[src/rtl/evagg_pkg.sv]
package evagg_pkg;
  typedef enum logic [1:0] {
    KIND_PEND = 2'd0,
    KIND_MSKA = 2'd1,
    KIND_MSKB = 2'd2,
    KIND_MSKC = 2'd3
  } reg_kind_e;
endpackage

[src/rtl/evagg_pend_bank.sv]
module evagg_pend_bank #(
  parameter int BANK_W   = 32,
  parameter bit PROT_EN  = 1'b0,
  parameter int PROT_BIT = 0
) (
  input  logic              clk,
  input  logic              rst,
  input  logic [BANK_W-1:0] set_vec,
  input  logic [BANK_W-1:0] hw_clr_vec,
  input  logic [BANK_W-1:0] sw_clr_vec,
  output logic [BANK_W-1:0] pend_q
);
  logic [BANK_W-1:0] keep_mask;
  logic [BANK_W-1:0] sw_eff;

  generate
    if (PROT_EN) begin : g_prot
      assign keep_mask = BANK_W'(1) << PROT_BIT;
    end else begin : g_noprot
      assign keep_mask = '0;
    end
  endgenerate

  assign sw_eff = sw_clr_vec & ~keep_mask;

  // raise takes priority over any clear of the same flag
  always_ff @(posedge clk) begin
    if (rst) pend_q <= '0;
    else     pend_q <= (pend_q & ~(sw_eff | hw_clr_vec)) | set_vec;
  end
endmodule

[src/rtl/evagg_irq_level.sv]
module evagg_irq_level #(
  parameter int NBANK  = 3,
  parameter int BANK_W = 32
) (
  input  logic                    clk,
  input  logic                    rst,
  input  logic [NBANK*BANK_W-1:0] pend_flat,
  input  logic [NBANK*BANK_W-1:0] mask_flat,
  output logic                    irq_q
);
  logic hit;
  always_comb hit = |(pend_flat & mask_flat);

  always_ff @(posedge clk) begin
    if (rst) irq_q <= 1'b0;
    else     irq_q <= hit;
  end
endmodule

[src/rtl/event_irq_agg.sv]
module event_irq_agg #(
  parameter int NBANK     = 3,
  parameter int BANK_W    = 32,
  parameter int NSET      = 3,
  parameter int PROT_BANK = 1,
  parameter int PROT_BIT  = 0,
  localparam int BIT_W    = $clog2(BANK_W),
  localparam int BSEL_W   = $clog2(NBANK),
  localparam int ID_W     = BSEL_W + BIT_W,
  localparam int KIND_W   = 2,
  localparam int ADDR_W   = KIND_W + BSEL_W
) (
  input  logic              clk,
  input  logic              rst,
  input  logic              raise_vld,
  input  logic [ID_W-1:0]   raise_id,
  input  logic              hclr_vld,
  input  logic [ID_W-1:0]   hclr_id,
  input  logic              reg_wr,
  input  logic [ADDR_W-1:0] reg_addr,
  input  logic [BANK_W-1:0] reg_wdata,
  output logic [BANK_W-1:0] reg_rdata,
  output logic [NSET-1:0]   irq
);
  import evagg_pkg::*;

  logic [BSEL_W-1:0] r_bank, h_bank, a_bank;
  logic [BIT_W-1:0]  r_bit, h_bit;
  logic [KIND_W-1:0] a_kind;

  assign r_bank = raise_id[ID_W-1:BIT_W];
  assign r_bit  = raise_id[BIT_W-1:0];
  assign h_bank = hclr_id[ID_W-1:BIT_W];
  assign h_bit  = hclr_id[BIT_W-1:0];
  assign a_bank = reg_addr[BSEL_W-1:0];
  assign a_kind = reg_addr[ADDR_W-1:BSEL_W];

  logic [BANK_W-1:0]       pend_q [NBANK];
  logic [BANK_W-1:0]       mask_q [NSET][NBANK];
  logic [NBANK*BANK_W-1:0] pend_flat;
  logic [NBANK*BANK_W-1:0] mask_flat [NSET];
  logic [BANK_W-1:0]       rd_mux;

  genvar b, s;
  generate
    for (b = 0; b < NBANK; b++) begin : g_bank
      logic [BANK_W-1:0] set_vec, hw_vec, sw_vec;
      assign set_vec = (raise_vld && r_bank == BSEL_W'(b)) ? (BANK_W'(1) << r_bit) : '0;
      assign hw_vec  = (hclr_vld && h_bank == BSEL_W'(b)) ? (BANK_W'(1) << h_bit) : '0;
      assign sw_vec  = (reg_wr && a_kind == KIND_PEND && a_bank == BSEL_W'(b)) ? reg_wdata : '0;

      evagg_pend_bank #(
        .BANK_W  (BANK_W),
        .PROT_EN (b == PROT_BANK),
        .PROT_BIT(PROT_BIT)
      ) u_pend (
        .clk       (clk),
        .rst       (rst),
        .set_vec   (set_vec),
        .hw_clr_vec(hw_vec),
        .sw_clr_vec(sw_vec),
        .pend_q    (pend_q[b])
      );
      assign pend_flat[b*BANK_W +: BANK_W] = pend_q[b];
    end

    for (s = 0; s < NSET; s++) begin : g_set
      for (b = 0; b < NBANK; b++) begin : g_mbank
        always_ff @(posedge clk) begin
          if (rst)
            mask_q[s][b] <= '0;
          else if (reg_wr && a_kind == KIND_W'(s + 1) && a_bank == BSEL_W'(b))
            mask_q[s][b] <= reg_wdata;
        end
        assign mask_flat[s][b*BANK_W +: BANK_W] = mask_q[s][b];
      end

      evagg_irq_level #(
        .NBANK (NBANK),
        .BANK_W(BANK_W)
      ) u_lvl (
        .clk      (clk),
        .rst      (rst),
        .pend_flat(pend_flat),
        .mask_flat(mask_flat[s]),
        .irq_q    (irq[s])
      );
    end
  endgenerate

  always_comb begin
    rd_mux = '0;
    for (int i = 0; i < NBANK; i++) begin
      if (a_bank == BSEL_W'(i)) begin
        if (a_kind == KIND_PEND) rd_mux = pend_q[i];
        for (int j = 0; j < NSET; j++)
          if (a_kind == KIND_W'(j + 1)) rd_mux = mask_q[j][i];
      end
    end
  end

  always_ff @(posedge clk) begin
    if (rst) reg_rdata <= '0;
    else     reg_rdata <= rd_mux;
  end
endmodule

[config.mk]
export PLATFORM = sky130hd
export DESIGN_NAME = event_irq_agg
export DESIGN_NICKNAME = d
export VERILOG_FILES = /design/src/rtl/evagg_pkg.sv /design/src/rtl/evagg_pend_bank.sv /design/src/rtl/evagg_irq_level.sv /design/src/rtl/event_irq_agg.sv
export SDC_FILE = /design/constraint.sdc
export NUM_CORES = 1
export LEC_CHECK = 0
export BUFFER_PORTS_ARGS = -buffer_cell sky130_fd_sc_hd__buf_2
export CORE_MARGIN = 2
export CORE_UTILIZATION = 45
export CTS_BUF_LIST = sky130_fd_sc_hd__clkbuf_8
export CTS_CLUSTER_DIAMETER = 200
export DETAILED_ROUTE_END_ITERATION = 16
export GPL_TIMING_DRIVEN = 0
export PLACE_DENSITY_LB_ADDON = 0.08
export SLEW_MARGIN = 0
export SYNTH_ARGS = -nofsm -noshare
export SYNTH_HDL_FRONTEND = slang
export SYNTH_SLANG_ARGS = --single-unit
[constraint.sdc]
create_clock -name clk -period 2.6 [get_ports clk]
set_clock_uncertainty 0.05 [all_clocks]
set_input_delay 0.13 -clock clk [delete_from_list [all_inputs] [get_ports clk]]
set_output_delay 0.13 -clock clk [all_outputs]
set_load 0.01 [all_outputs]
==> results.sh <==
export IMPL_hold_path_startpoint="reg_addr[1]"
export IMPL_critPathKind="reg -> reg"
export IMPL_antenna_left=0
export IMPL_grt_first_pass_wirelength_um=143000
export IMPL_yosys_top_cells_area="edfxtp_1 41%, dfxtp_1 13%, a22oi_1 11%, and2_1 8.6%, mux4_2 8.0%"
export IMPL_worst_pin_slew_ns=1.31
export IMPL_synth_cells=1756
export IMPL_p_leak_nw=8.55
export IMPL_ios=90
export IMPL_slowest_stage="a22oi_1"
export IMPL_seq_area_frac_synth=0.538
export IMPL_grt_usage=0.446
export IMPL_die_x_um=220
export IMPL_ys_ff_latch=419
export IMPL_synth_top_area_cell="edfxtp_1"
export IMPL_wirelength_um=107000
export IMPL_whs_path_depth=5
export IMPL_port_buffer_count=84
export IMPL_seq_power_share=0.499
export IMPL_switching_power_w=0.00448
export IMPL_async_flop_share=0
export IMPL_whs_ns=0.0382
export IMPL_cp_slowest_stage_delay_ns=0.60
export IMPL_max_slew_margin_rel=0.124
export IMPL_coreArea_um2=46300
export IMPL_layout_drive_gt1_share=0.207
export IMPL_ys_flop_type="edfxtp_1"
export IMPL_grt_busiest_layer="met2"
export IMPL_ys_top_cells_by_count="296 x a22oi_1, 289 x and2_1, 288 x edfxtp_1"
export IMPL_crit_reg2reg_launch="g_bank[1].u_pend.pend_q[24]"
export IMPL_antenna_found_initial=13
export IMPL_numCtsBuffers=75
export IMPL_synth_area_per_cell_um2=11.9
export IMPL_status="finished with violations"
export IMPL_critPathBufInv=0
export IMPL_drc=0
export IMPL_routedWlPerCell_um=40.8
export IMPL_worstPathArrival_ns=3.03
export IMPL_dieArea_um2=48300
export IMPL_reg2reg_depth=4
export IMPL_hold_path_end="reg_rdata[22]"
export IMPL_met3_usage=0.157
export IMPL_timing_final_max_slew_violations=0
export IMPL_path_cells="a22oi_1 -> nand4_1 -> nor4_1 -> a31oi_1"
export IMPL_finalHoldViolCount=0
export IMPL_fin_crit_sh=1.00
export IMPL_grt_pass1_vias=17000
export IMPL_grtUsageMet1=0.580
export IMPL_postLayoutCoreUtil=0.523
export IMPL_gr_usage_met2=0.641
export IMPL_viasPerCell=6.99
export IMPL_ys_types=48
export IMPL_power_density_nw_per_um2=651
export IMPL_grt_overflow=0
export IMPL_required_ns=3.03
export IMPL_yosysMostFrequentCell="a22oi_1"
export IMPL_ctsHtreeMaxLevel=3
export IMPL_timing_fmax_mhz=384
export IMPL_ys_warn_count=0
export IMPL_gp_congestion=1.08
export IMPL_endpoint_kind="flip-flop"
export IMPL_combPwrFrac=0.097
export IMPL_swShare=0.284
export IMPL_drt_iter0_markers=3226
export IMPL_synth_edf_count=288
export IMPL_start_util=0.453
export IMPL_synthToLayoutAreaGrowth_pct=15.6
export IMPL_die_h_um=220
export IMPL_worstSkewPairLatency_ns=0.72
export IMPL_vias=18400
export IMPL_critPathLaunchType="flip-flop"
export IMPL_ir_drop_uv=467
export IMPL_rr_endpoint="g_set[2].u_lvl.irq_q"
export IMPL_hold_class="in -> reg"
export IMPL_dr_pass1_iters=6
export IMPL_nFillCells=4192
export IMPL_clk_pin_slew_ns=0.06
export IMPL_critPathMaxFanout=5
export IMPL_setup_violations=1
export IMPL_clock_power_share=0.404
export IMPL_rsz0062_at_grt="no"
export IMPL_fin_crit_ns=2.60
export IMPL_syn_nets=1811
export IMPL_cts_root_buf="clkbuf_8"
export IMPL_synth_cell_area_um2=20900
export IMPL_reg2reg_slack_ns=-0.003
export IMPL_dp_hpwl_um=82100
export IMPL_cts_tree="yes"
export IMPL_cpLargestDelayFamily="compound AO/OA/AOI/OAI gates"
export IMPL_synth_top_cell_area_share=0.413
export IMPL_p_int_w=0.0113
export IMPL_grt_start_max_net_pins=33
export IMPL_cts_buffer_depth=3
export IMPL_cap_violations=0
export IMPL_finalWorstSetupSlack_ns=-0.00259
export IMPL_failed_checks="setup timing"
export IMPL_rows=79
export IMPL_finalNetCount=2016
export IMPL_clock_sinks=419
## stage by stage
stage                     std cells  cell area, µm²  total power [W]  TNS (ns)  setup slack (ns)
final                          2632           24200           0.0158  -0.00259          -0.00259
after global routing           2627           24200           0.0160         0            0.0740
after CTS                      2627           24200           0.0156         0             0.147
after detailed placement       2453           22300          0.00938    -0.898           -0.0309
after global placement         2447           22100          0.00935   -368.92             -2.09
after floorplan                1756           20900          0.00850    -25.80            -0.234
## worst max-delay path by stage
stage	startpoint	end	cells past startpoint
after floorplan	reg_addr[1]	mask_q[0][64]	5
after global placement	reg_addr[3]	mask_q[1][35]	6
after detailed placement	reg_addr[3]	mask_q[2][34]	5
after CTS	g_bank[1].u_pend.pend_q[24]	g_set[2].u_lvl.irq_q	4
after global routing	g_bank[1].u_pend.pend_q[28]	g_set[2].u_lvl.irq_q	5
final	g_bank[1].u_pend.pend_q[24]	g_set[2].u_lvl.irq_q	4
## kinds of logic (layout without fill, tap and decap cells)
kind of cell    after synthesis  count (layout)  synth area share
compound gates              431             431             0.155
buf+inv                     161             425            0.0415
simple gates                626             626             0.160
flops                       419             419             0.538
mux                         119             119             0.104
other cells                   0               5                 0
## layer usage
| layer | routed length [µm] | vias up |
|---|---|---|
| met5 | 76 | - |
| met4 | 7880 | 12 |
| met3 | 15100 | 394 |
| met2 | 44700 | 1760 |
| met1 | 39500 | 9111 |
| li1 | - | 7110 |
## final cells by class
type                       instances  area [µm²]  area share
clock inverter                    52         328      0.0135
buffer                           159         862      0.0356
inverter                           2        7.51    0.000310
sequential                       419       11300       0.466
tap                              607         759      0.0314
clock buffer                      84        1160      0.0478
multi-input combinational       1176        8860       0.366
timing repair buffer             128         936      0.0387
antenna                            5        12.5    0.000517
## what timing repair did
item,in CTS,in global routing
resized for setup,0,0
hold buffers,38,0
setup buffers,0,0
endpoints found under the hold margin,65,0
## cells in the final DEF, fill, tap and decap left out, types with 6 or more instances in the layout
cell           instances
nor2_1               204
nand2_1               32
a221oi_1               9
o21bai_4               6
nand3_1               11
o21ai_0                7
dfxtp_1              131
clkbuf_1              72
a21oi_1               45
a22o_1                 9
a22oi_1              296
a22oi_2               30
buf_2                127
o21ai_1                6
and2_1               289
buf_6                 11
clkbuf_8              84
nor2_2                21
nand3b_1               6
mux2i_1               37
clkbuf_2               8
dlygate4sd3_1         38
nand4_1               27
clkinv_2               6
inv_1                 24
clkinv_1              11
edfxtp_1             288
mux4_2                74
o22ai_1                9
buf_12                 6
buf_4                 16
nor4_1                 9
## tightest hold or removal path: stages
cell     delay [ns]
buf_2          0.17
mux2i_1        0.15
o21ai_0        0.08
o21ai_1        0.07
a21oi_1        0.09
## power by group through the flow
stage	logic, W	clock network [W]	registers, W
after global placement	0.00138	0	0.00797
after floorplan	0.000780	0	0.00772
final	0.00152	0.00637	0.00786
after detailed placement	0.00142	0	0.00795
after CTS	0.00147	0.00634	0.00782
after global routing	0.00156	0.00662	0.00783
## registers in the layout, summed over array words and instances, names as in the netlist
signal / cells
g_set.u_lvl.irq_q: 3
mask_q: 288
g_bank.u_pend.pend_q: 96
reg_rdata: 32
No activity file was read; power rests on OpenSTA's default activity.
